===== src/rtl/lat_vernier_pkg.sv =====
package lat_vernier_pkg;
  typedef enum logic [1:0] {
    OP_NONE     = 2'd0,
    OP_FINE_INC = 2'd1,
    OP_FINE_DEC = 2'd2,
    OP_LOAD     = 2'd3
  } vern_op_e;

  localparam int unsigned NUM_FLD     = 4;
  localparam int unsigned FLD_PAGE_RD = 0;
  localparam int unsigned FLD_PAGE_WR = 1;
  localparam int unsigned FLD_BANK_RD = 2;
  localparam int unsigned FLD_BANK_WR = 3;
  localparam logic [NUM_FLD-1:0] RD_MASK = 4'b0101;
endpackage


===== src/rtl/lat_fine_ctr.sv =====
module lat_fine_ctr #(
  parameter int unsigned FINE_STEPS = 16,
  parameter int unsigned FINE_W     = 5
) (
  input  logic              clk_i,
  input  logic              rst_ni,
  input  logic              inc_i,
  input  logic              dec_i,
  input  logic              blk_up_i,
  input  logic              blk_dn_i,
  output logic [FINE_W-1:0] fine_o,
  output logic              carry_up_o,
  output logic              carry_dn_o
);
  localparam logic [FINE_W-1:0] Full = FINE_W'(FINE_STEPS);

  logic [FINE_W-1:0] fine_q, fine_d;

  always_comb begin
    fine_d     = fine_q;
    carry_up_o = 1'b0;
    carry_dn_o = 1'b0;
    if (inc_i) begin
      if (fine_q == Full) begin
        if (!blk_up_i) begin
          fine_d     = '0;
          carry_up_o = 1'b1;
        end
      end else begin
        fine_d = fine_q + 1'b1;
      end
    end else if (dec_i) begin
      if (fine_q == '0) begin
        if (!blk_dn_i) begin
          fine_d     = Full;
          carry_dn_o = 1'b1;
        end
      end else begin
        fine_d = fine_q - 1'b1;
      end
    end
  end

  always_ff @(posedge clk_i or negedge rst_ni) begin
    if (!rst_ni) fine_q <= '0;
    else         fine_q <= fine_d;
  end

  assign fine_o = fine_q;


  fine_range_chk: assert property (@(posedge clk_i) disable iff (!rst_ni)
    fine_q <= Full);

  fine_wrap_up_chk: assert property (@(posedge clk_i) disable iff (!rst_ni)
    (inc_i && fine_q == Full && !blk_up_i) |=> (fine_q == '0));

  fine_wrap_dn_chk: assert property (@(posedge clk_i) disable iff (!rst_ni)
    (dec_i && !inc_i && fine_q == '0 && !blk_dn_i) |=> (fine_q == Full));

  fine_hold_top_chk: assert property (@(posedge clk_i) disable iff (!rst_ni)
    (inc_i && fine_q == Full && blk_up_i) |=> (fine_q == Full));
endmodule


===== src/rtl/lat_coarse_reg.sv =====
module lat_coarse_reg #(
  parameter int unsigned W       = 5,
  parameter int unsigned MIN_LAT = 2,
  parameter int unsigned MAX_LAT = 31
) (
  input  logic         clk_i,
  input  logic         rst_ni,
  input  logic         wr_en_i,
  input  logic [W-1:0] wr_data_i,
  input  logic         up_i,
  input  logic         dn_i,
  output logic [W-1:0] lat_o,
  output logic         at_min_o,
  output logic         at_max_o
);
  localparam logic [W-1:0] MinV = W'(MIN_LAT);
  localparam logic [W-1:0] MaxV = W'(MAX_LAT);

  logic [W-1:0] lat_q;
  logic         wr_ok;

  assign wr_ok = wr_en_i && (wr_data_i >= MinV) && (wr_data_i <= MaxV);

  always_ff @(posedge clk_i or negedge rst_ni) begin
    if (!rst_ni)                    lat_q <= MinV;
    else if (wr_ok)                 lat_q <= wr_data_i;
    else if (up_i && lat_q != MaxV) lat_q <= lat_q + 1'b1;
    else if (dn_i && lat_q != MinV) lat_q <= lat_q - 1'b1;
  end

  assign lat_o    = lat_q;
  assign at_min_o = (lat_q == MinV);
  assign at_max_o = (lat_q == MaxV);


  lat_range_chk: assert property (@(posedge clk_i) disable iff (!rst_ni)
    (lat_q >= MinV) && (lat_q <= MaxV));

  low_load_ignored_chk: assert property (@(posedge clk_i) disable iff (!rst_ni)
    (wr_en_i && wr_data_i < MinV && !up_i && !dn_i) |=> $stable(lat_q));
endmodule


===== src/rtl/lat_delay_calc.sv =====
module lat_delay_calc #(
  parameter int unsigned CW    = 5,
  parameter int unsigned FW    = 5,
  parameter int unsigned STEPS = 16,
  parameter int unsigned DW    = 10
) (
  input  logic [CW-1:0] coarse_i,
  input  logic [FW-1:0] fine_i,
  output logic [DW-1:0] dly_o
);
  assign dly_o = DW'(coarse_i) * DW'(STEPS) + DW'(fine_i);
endmodule


===== src/rtl/rd_lat_vernier.sv =====
module rd_lat_vernier
  import lat_vernier_pkg::*;
#(
  parameter int unsigned COARSE_W   = 5,
  parameter int unsigned FINE_STEPS = 16,
  parameter int unsigned RD_MIN_LAT = 4,
  parameter int unsigned WR_MIN_LAT = 2,
  localparam int unsigned FINE_W    = $clog2(FINE_STEPS + 1),
  localparam int unsigned DLY_W     = $clog2((2**COARSE_W - 1) * FINE_STEPS + FINE_STEPS + 1)
) (
  input  logic                clk_i,
  input  logic                rst_ni,
  input  logic                cmd_valid_i,
  input  logic [1:0]          cmd_op_i,
  input  logic [1:0]          cmd_sel_i,
  input  logic [COARSE_W-1:0] cmd_data_i,
  output logic [COARSE_W-1:0] page_rd_lat_o,
  output logic [COARSE_W-1:0] page_wr_lat_o,
  output logic [COARSE_W-1:0] bank_rd_lat_o,
  output logic [COARSE_W-1:0] bank_wr_lat_o,
  output logic [FINE_W-1:0]   fine_o,
  output logic [DLY_W-1:0]    page_rd_dly_o,
  output logic [DLY_W-1:0]    bank_rd_dly_o
);
  localparam int unsigned MaxLat = 2**COARSE_W - 1;

  vern_op_e            op;
  logic                inc, dec, load;
  logic                carry_up, carry_dn, blk_up, blk_dn;
  logic [COARSE_W-1:0] lat_q [NUM_FLD];
  logic [NUM_FLD-1:0]  at_min, at_max;
  logic [FINE_W-1:0]   fine_q;
  logic [DLY_W-1:0]    dly [2];

  assign op   = vern_op_e'(cmd_op_i);
  assign inc  = cmd_valid_i && (op == OP_FINE_INC);
  assign dec  = cmd_valid_i && (op == OP_FINE_DEC);
  assign load = cmd_valid_i && (op == OP_LOAD);

  // a carry must move both read fields, so either limit blocks it
  assign blk_up = |(at_max & RD_MASK);
  assign blk_dn = |(at_min & RD_MASK);

  lat_fine_ctr #(
    .FINE_STEPS (FINE_STEPS),
    .FINE_W     (FINE_W)
  ) u_fine (
    .clk_i      (clk_i),
    .rst_ni     (rst_ni),
    .inc_i      (inc),
    .dec_i      (dec),
    .blk_up_i   (blk_up),
    .blk_dn_i   (blk_dn),
    .fine_o     (fine_q),
    .carry_up_o (carry_up),
    .carry_dn_o (carry_dn)
  );

  for (genvar f = 0; f < NUM_FLD; f++) begin : g_fld
    localparam bit IsRd = RD_MASK[f];
    lat_coarse_reg #(
      .W       (COARSE_W),
      .MIN_LAT (IsRd ? RD_MIN_LAT : WR_MIN_LAT),
      .MAX_LAT (MaxLat)
    ) u_lat (
      .clk_i     (clk_i),
      .rst_ni    (rst_ni),
      .wr_en_i   (load && (cmd_sel_i == 2'(f))),
      .wr_data_i (cmd_data_i),
      .up_i      (IsRd ? carry_up : 1'b0),
      .dn_i      (IsRd ? carry_dn : 1'b0),
      .lat_o     (lat_q[f]),
      .at_min_o  (at_min[f]),
      .at_max_o  (at_max[f])
    );
  end

  for (genvar r = 0; r < 2; r++) begin : g_dly
    lat_delay_calc #(
      .CW    (COARSE_W),
      .FW    (FINE_W),
      .STEPS (FINE_STEPS),
      .DW    (DLY_W)
    ) u_dly (
      .coarse_i (lat_q[r*2]),
      .fine_i   (fine_q),
      .dly_o    (dly[r])
    );
  end

  assign page_rd_lat_o = lat_q[FLD_PAGE_RD];
  assign page_wr_lat_o = lat_q[FLD_PAGE_WR];
  assign bank_rd_lat_o = lat_q[FLD_BANK_RD];
  assign bank_wr_lat_o = lat_q[FLD_BANK_WR];
  assign fine_o        = fine_q;
  assign page_rd_dly_o = dly[0];
  assign bank_rd_dly_o = dly[1];


  dly_up_mono_chk: assert property (@(posedge clk_i) disable iff (!rst_ni)
    inc |=> (page_rd_dly_o >= $past(page_rd_dly_o)) && (bank_rd_dly_o >= $past(bank_rd_dly_o)));

  dly_dn_mono_chk: assert property (@(posedge clk_i) disable iff (!rst_ni)
    dec |=> (page_rd_dly_o <= $past(page_rd_dly_o)) && (bank_rd_dly_o <= $past(bank_rd_dly_o)));

  wr_lat_stable_chk: assert property (@(posedge clk_i) disable iff (!rst_ni)
    (inc || dec) |=> $stable(page_wr_lat_o) && $stable(bank_wr_lat_o));

  load_keeps_fine_chk: assert property (@(posedge clk_i) disable iff (!rst_ni)
    load |=> $stable(fine_o));
endmodule


===== config.mk =====
export PLATFORM = sky130hd
export DESIGN_NAME = rd_lat_vernier
export DESIGN_NICKNAME = d
export VERILOG_FILES = /design/src/rtl/lat_vernier_pkg.sv /design/src/rtl/lat_fine_ctr.sv /design/src/rtl/lat_coarse_reg.sv /design/src/rtl/lat_delay_calc.sv /design/src/rtl/rd_lat_vernier.sv
export SDC_FILE = /design/constraint.sdc
export NUM_CORES = 1
export LEC_CHECK = 0
export ABC_CLOCK_PERIOD_IN_PS = 3800
export BUFFER_PORTS_ARGS = -buffer_cell sky130_fd_sc_hd__buf_2
export CORE_MARGIN = 2
export CORE_UTILIZATION = 43
export CTS_BUF_LIST = sky130_fd_sc_hd__clkbuf_16
export DETAILED_ROUTE_END_ITERATION = 8
export PLACE_DENSITY = 0.77
export SETUP_SLACK_MARGIN = 0.02
export SYNTH_ARGS = -nofsm -noshare
export SYNTH_HDL_FRONTEND = slang
export SYNTH_SLANG_ARGS = --single-unit

===== constraint.sdc =====
create_clock -name clk_i -period 3.8 [get_ports clk_i]
set_input_delay 0.76 -clock clk_i [delete_from_list [all_inputs] [get_ports clk_i]]
set_output_delay 0.76 -clock clk_i [all_outputs]
set_load 0.03 [all_outputs]

Yosys cells after proc, flatten, opt, wreduce, memory -nomap -nowiden:

Cells that the tools add are included.

* bits of input ports: 12
* output and inout port bits: 45
* word-level logic and storage cells: 79
* register bits after elaboration: 25

* order comparisons: 3
* mux-type cells: 19
* equality and inequality tests: 17
* add/sub/neg operators: 8
* reduce and logical (&&, ||, !) cells: 27

Operator list (count)
* $mux W5: 12
* $add A9 B5 Y10: 2
* $logic_and A1 B1 Y1: 19
* $add A5 B1 Y5 const B: 3
* $eq A5 B5 Y1 const B: 3
* $sub A5 B1 Y5 const B: 3
* $eq A5 B3 Y1 const B: 2
* $ne A5 B3 Y1 const B: 2
* $ne A5 B5 Y1 const B: 2
* $eq A2 B2 Y1 const B: 4
* $mux W1: 7
* $ne A3 B3 Y1 const B: 2
* $reduce_bool A3 Y1: 2
* $ge A5 B2 Y1 const B: 1
* $ge A5 B3 Y1 const B: 1
* $le A5 B5 Y1 const B: 1
* $logic_not A5 Y1: 1
* $eq A2 B1 Y1 const B: 2
* $reduce_or A2 Y1: 2
* $reduce_and A3 Y1: 1
* $logic_not A2 Y1: 1
* $reduce_bool A2 Y1: 1

Depth between registers and ports, before layout:

Gate-level depths: netlist of the first run.

* depth in word-level cells: 10
* mapped depth: 12
* mapped depth without buffers: 11

By module:

Synthesis of the first run repeated with hierarchy kept, for this count alone.

* cell total of the unflattened synthesis: 292
* area total of the unflattened synthesis: 2542.4 sq um

By module, submodules not included
* lat_coarse_reg at g_fld[1].u_lat ...: area each 465.4 sq um, seq. area each 126.4 sq um, cells each 53, instances 2
* lat_coarse_reg at g_fld[0].u_lat ...: area each 449.2 sq um, seq. area each 126.4 sq um, cells each 49, instances 2
* lat_fine_ctr: area each 439.2 sq um, seq. area each 125.1 sq um, cells each 47, instances 1
* lat_delay_calc: area each 103.8 sq um, seq. area each 0.0 sq um, cells each 14, instances 2
* rd_lat_vernier: area each 66.3 sq um, seq. area each 0.0 sq um, cells each 13, instances 1

Worst setup path after synthesis of the first run:

OpenSTA, ideal clock, no wires.

* path type: input to register
* from: input port cmd_op_i[1]
* to: register g_fld[2].u_lat.lat_q[4]
* required time: 3.668 ns
* path slack: 0.418 ns
* stages: 11
* setup time: 0.132 ns
* path buffers: 2
* arrival time: 3.250 ns
* path through: buf_2 -> and3b_1 -> nand4_1 -> or2_2 -> clkbuf_1 -> ha_1 -> nor2b_1 -> o21a_1 -> or4_1 -> a31oi_1 -> o211ai_1

* word-level cells in the longest chain between the ends: 6
* elaborated cells between the ends (all ways): 17
* those cells by class: 3 x eq/ne; 5 x mux; 9 x reduce/logical

Ends and longest elaborated chain
* start: declaration: RTL line rd_lat_vernier.sv:14 `input logic [1:0] cmd_op_i,`
* $eq A2 B2 Y1 (tied with other cells): RTL line rd_lat_vernier.sv:37 `assign dec = cmd_valid_i && (op == OP_FINE_DEC);`
* $logic_and A1 B1 Y1, on equally long branches: RTL line rd_lat_vernier.sv:37, rd_lat_vernier.sv:36, rd_lat_vernier.sv:38
* $mux W1 (tied with other cells): RTL line lat_fine_ctr.sv:32 `end else if (dec_i) begin`
* $mux W1 (tied with other cells): RTL line lat_fine_ctr.sv:23 `if (inc_i) begin`
* $logic_and A1 B1 Y1 (tied with other cells): RTL line lat_coarse_reg.sv:28 `else if (dn_i && lat_q != MinV) lat_q <= lat_q - 1'b1;`
* $reduce_bool A3 Y1 (no source line) / $mux W5 (equally long branches)
* end signal: assignment: RTL line lat_coarse_reg.sv:26 `else if (wr_ok) lat_q <= wr_data_i;`
* end signal: assignment: RTL line lat_coarse_reg.sv:27 `else if (up_i && lat_q != MaxV) lat_q <= lat_q + 1'b1;`
* end signal: assignment: RTL line lat_coarse_reg.sv:28
* end: declaration: RTL line lat_coarse_reg.sv:19 `logic [W-1:0] lat_q;`

Several ways; a longest one is shown, not always the timed one.
A chain may end at the register's enable or synchronous reset.

Worst setup path after layout of the first run:

* from: register g_fld[2].u_lat.lat_q[3]
* to: register g_fld[2].u_lat.lat_q[4]

* word-level cells in the longest chain between the ends: 8
* elaborated cells between the ends (all ways): 21
* those cells by class: 2 x add/sub; 4 x eq/ne; 10 x mux; 5 x reduce/logical

Ends and longest elaborated chain
* start signal: assignment: RTL line lat_coarse_reg.sv:25 `if (!rst_ni) lat_q <= MinV;`
* start signal: assignment: RTL line lat_coarse_reg.sv:26
* start signal: assignment: RTL line lat_coarse_reg.sv:27
* $eq A5 B3 Y1 / $eq A5 B5 Y1 (equally long branches): RTL line lat_coarse_reg.sv:32, lat_coarse_reg.sv:33
* $reduce_or A2 Y1, on equally long branches: RTL line rd_lat_vernier.sv:42, rd_lat_vernier.sv:41
* $mux W1, on equally long branches: RTL line lat_fine_ctr.sv:34, lat_fine_ctr.sv:25
* $mux W1, on equally long branches: RTL line lat_fine_ctr.sv:33, lat_fine_ctr.sv:24
* $mux W1, on equally long branches: RTL line lat_fine_ctr.sv:32, lat_fine_ctr.sv:23
* $mux W1 / $logic_and A1 B1 Y1 (equally long branches): RTL line lat_fine_ctr.sv:23, lat_coarse_reg.sv:27
* $logic_and A1 B1 Y1 / $mux W5 (equally long branches): RTL line lat_coarse_reg.sv:28, lat_coarse_reg.sv:27
* $reduce_bool A3 Y1 (no source line) / $mux W5 (equally long branches)

Several ways; a longest one is shown, not always the timed one. The select of a mux whose other input is x is not followed.

==> metrics, run 1 <==
outcome finished, final reports clean; Period minus WS final 3.013 ns; clock tree sinks 25; worst reg2reg path depth 9; number of antenna violations at the first check in global routing 0; GRT Overall Usage about 18%; wire length of the first global-routing pass 7396 um; top cells by area, synth sky130_fd_sc_hd__dfrtp_1 (26%), sky130_fd_sc_hd__ha_1 (8.6%), sky130_fd_sc_hd__mux2_2 (6.6%), sky130_fd_sc_hd__dfstp_2 (5.2%), sky130_fd_sc_hd__xnor2_1 (4.7%); total congestion overflow after global routing 0; proportion of netlist area held by the largest area contributor 25.83%; Setup Viol. Count Final 0; slack of the critical path approximately 0.8 ns; number of standard cells after synthesis 210; share of synthesized flip-flops with an asynchronous set or reset between 90% and 100%; remaining antenna violation count after routing 0; TritonCTS clock tree built; placed inst area between 0.002 and 0.0025 sq mm; cells resized by post-CTS repair 0; post-synthesis sequential element count 25; area of the core 0.004629 sq mm; leakage dissipation 1.093 nW; Synth Warn # 0; overall routed net length 4483 um; final standard cell utilization of the core about half; via/cell ratio approximately 5.6; count of cell types in the netlist 58; overall power ~0.0021 W; cell chosen for the clock root sky130_fd_sc_hd__clkbuf_16; DP HPWL 3389 um; setup total negative slack 0 ns; Critical-path top delay cell sky130_fd_sc_hd__or4_1; final count of hold timing violations 0; deepest clock path buffer count 2; crit start category register; cell area after layout 0.002390 sq mm; drt pass-1 iters 4; Cell Area, Synth 0.002034 sq mm; post-synthesis average cell area 9.688 sq um; H-tree Lvls 1; Boundary Pins 57; final max-slew violation count 0; effective utilization at floorplan 43.95%; pre-CTS setup slack 0.6308 ns; data arrival time of the worst path 3.16 ns; count of input and output buffers 56; setup slack of the most critical reg-to-reg path 0.79 ns; pin count of the biggest net entering global routing 26; Max Freq 331.9 MHz; portion of the clock cycle consumed by the worst path in the final layout 79.30%; worst-path maximum fanout 8; fill cell count between 400 and 500; launch point of the worst reg-to-reg path g_fld[2].u_lat.lat_o[3]; share of cells above drive strength 1 roughly a third; cts-stage hold buffer count 0; worst-case headroom to the max-slew limit just under 60%; WL/cell 14.37 um; area occupied by multi-input gates 0.001250 sq mm; count of maximum capacitance violations 0; source-to-sink clock delay at the later pin of the worst-skew pair 0.26 ns; Data required, critical path 3.94 ns; initial DRC count 77; area growth from synthesis to layout 17.47%; depth of the critical timing path with buffers and inverters included 9; die outline area ~0.0053 sq mm; flip-flop cell with the highest count after synthesis sky130_fd_sc_hd__dfrtp_1; critical path's largest stage delay 0.50 ns; via count of the first global-routing pass 1,583; capturing element type of the critical path register; final antenna diode count 0; kind of critical path register to register; area taken by flip-flops and latches 630.6 sq um; IR Drop Worst-Case VDD 0.3265 mV; Buf+Inv Stages, Crit Path 0; residual DRC count 0; slew at the pin with the worst max-slew slack 0.6092 ns; post-CTS setup buffer count 0; crit-path cells and3_1 -> a32o_1 -> or2_2 -> ha_1 -> nor2b_1 -> o21a_1 -> or4_1 -> a31oi_1 -> o211ai_1; cell family with most CP delay simple AND/OR/NAND/NOR gates; Horiz. Die Dim 72.79 um; skew final 0.001572 ns; routability-driven placement congestion ratio around 0.83; number of nets in the layout between 200 and 300; clock-pin slew of the registers on the worst-case setup and hold paths 0.07 ns; Worst R2R End g_fld[2].u_lat.lat_o[4]; power density normalized to cell area 883.6 mW/mm^2; vias post-DR 1,742; setup repair after global routing missed its margin no; Synth area leader sky130_fd_sc_hd__dfrtp_1; number of enable-type register cells in the synthesized netlist 0; number of rows in the core area 25; Mapped Nets 238; path class of the lowest-slack min-delay path input port to asynchronous set/reset pin; portion of the post-synthesis area used by sequential elements 31.00%; Die Height slightly above 70 um; clock buffers created by TritonCTS 3
## layout make-up
| cell class | count | share of cell area (%) |
|---|---|---|
| multi-input cells | 155 | 52.30 |
| flip-flops and latches | 25 | 26.39 |
| repair buffers | 59 | 12.67 |
| clock buffers | 3 | 3.141 |
| well taps | 54 | 2.827 |
| inverters | 15 | 2.356 |
| clock inverters | 1 | 0.3141 |
## worst max-delay path by stage
stage	from	endpoint	slack, ns
floorplan	cmd_op_i[1]	g_fld[2].u_lat.lat_o[4]	0.42
global placement	cmd_op_i[1]	g_fld[2].u_lat.lat_o[4]	0.68
detailed placement	cmd_op_i[1]	g_fld[2].u_lat.lat_o[4]	0.63
CTS	g_fld[2].u_lat.lat_o[3]	g_fld[2].u_lat.lat_o[4]	0.78
global route	g_fld[2].u_lat.lat_o[2]	g_fld[2].u_lat.lat_o[4]	0.60
finish	g_fld[2].u_lat.lat_o[3]	g_fld[2].u_lat.lat_o[4]	0.79
## registers in the layout, summed over array words and instances (netlist names)
signal	flops
g_fld.u_lat.lat_o	20
u_fine.fine_o	5
## routing by layer
| metal | share of wire [%] | GRT usage, % |
|---|---|---|
| met1 | 50 | 25.87 |
| met2 | 45 | 26.97 |
| met3 | 4.3 | 1.934 |
| met4 | 1.4 | 5.350 |
| met5 | 0 | 0 |
## metrics by stage
step,hold WS (ns),instances
2_1_floorplan,0.4644,210
3_3_place_gp,0.4850,308
3_5_place_dp,0.4904,308
4_1_cts,0.5061,312
5_1_grt,0.5193,312
6_report,0.4944,312
## worst register-to-register path, delay by kind of cell (launching register included)
family / cells / cell delay [ns]
simple gates: 4 / 1.29
compound gates: 4 / 0.84
flops: 1 / 0.46
fa+ha+maj: 1 / 0.32
## cells in the final DEF, fill, tap and decap left out, types with 4 or more instances in the layout
master                    instances
sky130_fd_sc_hd__dfrtp_1         21
sky130_fd_sc_hd__nand3_1          9
sky130_fd_sc_hd__nand2_1          5
sky130_fd_sc_hd__nor3_1           7
sky130_fd_sc_hd__xor2_1           4
sky130_fd_sc_hd__xnor2_1         11
sky130_fd_sc_hd__o21ai_0          7
sky130_fd_sc_hd__inv_1           15
sky130_fd_sc_hd__ha_1            14
sky130_fd_sc_hd__mux2_2          12
sky130_fd_sc_hd__nor2_1           9
sky130_fd_sc_hd__nor4_1           4
sky130_fd_sc_hd__a21oi_1         12
sky130_fd_sc_hd__dfstp_2          4
sky130_fd_sc_hd__buf_2           56
sky130_fd_sc_hd__and3_1           4
sky130_fd_sc_hd__mux2i_1          9
## where the power goes
group / switching [W] / internal (W) / leakage (nW)
combinational: 0.000847 / 0.000471 / 0.761
sequential: 0.000173 / 0.000378 / 0.295
clock: 0.0000990 / 0.000143 / 0.0371
## kinds of logic after synthesis
group	Yosys count	synth area share, %
and+or+nand+nor	58	17.16
DFF	25	31.00
xor gates and xnor gates	15	6.457
adders and majority gates	16	10.58
buffers and inverters	30	7.564
AOI/OAI and AO/OA	45	16.18
muxes	21	11.07
## cell usage after synthesis, types with 2 or more instances
cell / n
sky130_fd_sc_hd__dfrtp_1: 21
sky130_fd_sc_hd__inv_1: 15
sky130_fd_sc_hd__ha_1: 14
sky130_fd_sc_hd__a21oi_1: 12
sky130_fd_sc_hd__mux2_2: 12
sky130_fd_sc_hd__xnor2_1: 11
sky130_fd_sc_hd__mux2i_1: 9
sky130_fd_sc_hd__nand3_1: 9
sky130_fd_sc_hd__nor2_1: 9
sky130_fd_sc_hd__buf_4: 8
sky130_fd_sc_hd__nor3_1: 7
sky130_fd_sc_hd__o21ai_0: 7
sky130_fd_sc_hd__nand2_1: 5
sky130_fd_sc_hd__and3_1: 4
sky130_fd_sc_hd__dfstp_2: 4
sky130_fd_sc_hd__nor4_1: 4
sky130_fd_sc_hd__xor2_1: 4
sky130_fd_sc_hd__a211oi_1: 3
sky130_fd_sc_hd__a31oi_1: 3
sky130_fd_sc_hd__buf_2: 3
sky130_fd_sc_hd__a22o_1: 2
sky130_fd_sc_hd__buf_1: 2
sky130_fd_sc_hd__fa_1: 2
sky130_fd_sc_hd__nor2b_1: 2
sky130_fd_sc_hd__o21a_1: 2
sky130_fd_sc_hd__or2_2: 2
sky130_fd_sc_hd__or4_1: 2
sky130_fd_sc_hd__or4b_1: 2
(Power assumes the default switching activity.)
==> run 2: changes to the inputs <==
Settings changed: ABC_CLOCK_PERIOD_IN_PS 3800 to 3100.
Clock period 3.8 ns to 3.1 ns, I/O delays scaled along.
==> metrics, run 2 (same netlist as run 1, synthesis figures left out) <==
Net Sw Frac 52.64% (-0.36 points); cell family with most CP delay simple AND/OR/NAND/NOR gates; leakage dissipation 1.133 nW (+3.7%); clock-pin slew of the registers on the worst-case setup and hold paths 0.07 ns (about the same); capturing element type of the critical path register; depth of the critical timing path with buffers and inverters included 10 (+1); count of maximum capacitance violations 0 (unchanged); most common library cell in the layout ignoring fill and taps sky130_fd_sc_hd__buf_2; Horiz. Die Dim 72.79 um (unchanged); area growth from synthesis to layout 20.97%; crit-path cells and3_1 -> a32o_1 -> buf_4 -> or2_2 -> ha_1 -> nor2b_1 -> o21a_1 -> nor4_1 -> o32a_1 -> o211ai_2; cell chosen for the clock root sky130_fd_sc_hd__clkbuf_16; residual DRC count 0 (unchanged); clock tree sinks 25 (unchanged); Data required, critical path 3.25 ns (-0.69 ns); critical path's largest stage delay 0.44 ns (-0.06 ns); path class of the lowest-slack min-delay path input port to asynchronous set/reset pin; cells resized by post-CTS repair 0 (unchanged); overall routed net length 4762 um (+6.2%); data arrival time of the worst path 2.94 ns (-0.22 ns); final standard cell utilization of the core 53.16% (+1.5 points); slew at the pin with the worst max-slew slack 0.5712 ns (-0.03804 ns); GRT Overall Usage 19.00% (+1.5 points); overall power 0.002691 W (+27%); Die Height 72.79 um (unchanged); setup total negative slack 0 ns (unchanged); setup repair after global routing missed its margin no; count of input and output buffers 56 (unchanged); DP HPWL 3580 um (+5.6%); worst-path maximum fanout 7 (-1); via/cell ratio 5.566 (-0.31%); kind of critical path register to register; vias post-DR 1,770 (+1.6%); pin count of the biggest net entering global routing 26 (unchanged); final antenna diode count 0 (unchanged); crit start category register; via count of the first global-routing pass 1,682 (+6.3%); IR Drop Worst-Case VDD 0.3920 mV (+20%); TritonCTS clock tree built; part of the total power dissipated in combinational logic 64.5% (+2.1 points); number of nets in the layout 293 (+2.1%); number of rows in the core area 25 (unchanged); skew final 0.002646 ns (+0.001074 ns); Max Freq 357.9 MHz (+7.8%); die outline area 0.005298 sq mm (unchanged); area of the core 0.004629 sq mm (unchanged); final count of hold timing violations 0 (unchanged); drt pass-1 iters 4 (unchanged); Critical-path top delay cell sky130_fd_sc_hd__dfrtp_1; deepest clock path buffer count 2 (unchanged); number of antenna violations at the first check in global routing 0 (unchanged); slack of the critical path 0.3056 ns (-0.4812 ns); portion of the clock cycle consumed by the worst path in the final layout 90.14% (+11 points); fraction of power consumed by the clock network 11.5% (about the same); post-CTS setup buffer count 0 (unchanged); routability-driven placement congestion ratio 0.8560 (+2.7%); Setup Viol. Count Final 0 (unchanged); effective utilization at floorplan 43.95% (unchanged); initial DRC count 69 (-10%); remaining antenna violation count after routing 0 (unchanged); Buf+Inv Stages, Crit Path 1 (+1); clock buffers created by TritonCTS 3 (unchanged); power density normalized to cell area 1093 mW/mm^2 (+24%); Period minus WS final 2.794 ns (-0.2188 ns); pre-CTS setup slack 0.2004 ns (-0.4305 ns); internal power component 0.001274 W (+28%); cts-stage hold buffer count 0 (unchanged); share of cells above drive strength 1 36.36% (+2.6 points); source-to-sink clock delay at the later pin of the worst-skew pair 0.27 ns (about the same); sequential power share 24.0% (-2.1 points); worst-case headroom to the max-slew limit 61.69% (+2.6 points); commonest non-fill, non-tap cells in the layout sky130_fd_sc_hd__buf_2 (56), sky130_fd_sc_hd__dfrtp_1 (21), sky130_fd_sc_hd__inv_1 (15); WL/cell 14.97 um (+4.2%); Boundary Pins 57 (unchanged); total congestion overflow after global routing 0 (unchanged); outcome finished, final reports clean; final max-slew violation count 0 (unchanged); Psw 0.001416 W (+27%); H-tree Lvls 1 (unchanged); worst reg2reg path depth 10 (+1); wire length of the first global-routing pass 7907 um (+6.9%); number of flip-flops under the largest register name 20 (unchanged)
==> run 2: worst paths after layout <==
check                                              from                      end  slack, ns
worst max-delay path            g_fld[2].u_lat.lat_o[4]  g_fld[0].u_lat.lat_o[4]       0.31
max in group asynchronous                        rst_ni  g_fld[2].u_lat.lat_o[2]       2.39
min in group clk_i              g_fld[3].u_lat.lat_o[3]  g_fld[3].u_lat.lat_o[3]       0.50
worst min register to register  g_fld[3].u_lat.lat_o[3]  g_fld[3].u_lat.lat_o[3]       0.50
worst min-delay path                             rst_ni  g_fld[3].u_lat.lat_o[3]       0.33
worst max register to register  g_fld[2].u_lat.lat_o[4]  g_fld[0].u_lat.lat_o[4]       0.31
==> run 2: through the flow <==
step	hold WS [ns]	std cells	instance area [sq um]
2_1_floorplan	0.3244	210	2072
3_3_place_gp	0.4837	314	2377
3_5_place_dp	0.4907	314	2377
4_1_cts	0.3626	318	2461
5_1_grt	0.3966	318	2461
6_report	0.3326	318	2461
==> run 2: worst reg2reg max path: cells and delay by family (launching register included) <==
family                     cells  cell delay [ns]
and+or+nand+nor                4             0.94
AOI/OAI and AO/OA              4             0.78
DFF                            1             0.44
adders and majority gates      1             0.33
buffers and inverters          1             0.18
==> run 2: area by class of cell <==
cell class,count,area (sq um)
clock buffers,3,75.07
clock inverters,1,8.758
fillers,421,2168
inverters,15,56.30
multi-input cells,155,1275
flip-flops and latches,25,630.6
well taps,54,67.56
repair buffers,65,347.8
==> run 2: power by group through the flow <==
| stage | logic (W) | clock network (W) | registers (W) |
|---|---|---|---|
| 2_1_floorplan | 0.00111 | 0 | 0.000872 |
| 3_3_place_gp | 0.00171 | 0 | 0.000640 |
| 3_5_place_dp | 0.00173 | 0 | 0.000649 |
| 4_1_cts | 0.00175 | 0.000313 | 0.000643 |
| 5_1_grt | 0.00188 | 0.000330 | 0.000669 |
| 6_report | 0.00174 | 0.000309 | 0.000645 |
==> run 2: metal layers <==
metal / vias up / routed length (um) / GRT usage [%] / part of all wire [%]
met2: 50 / 2127 / 28.48 / 45
met5: - / 0 / 0 / 0
met4: 0 / 72 / 7.202 / 1.5
met3: 6 / 231 / 3.039 / 4.9
li1: 882 / - / - / -
met1: 832 / 2330 / 27.53 / 49
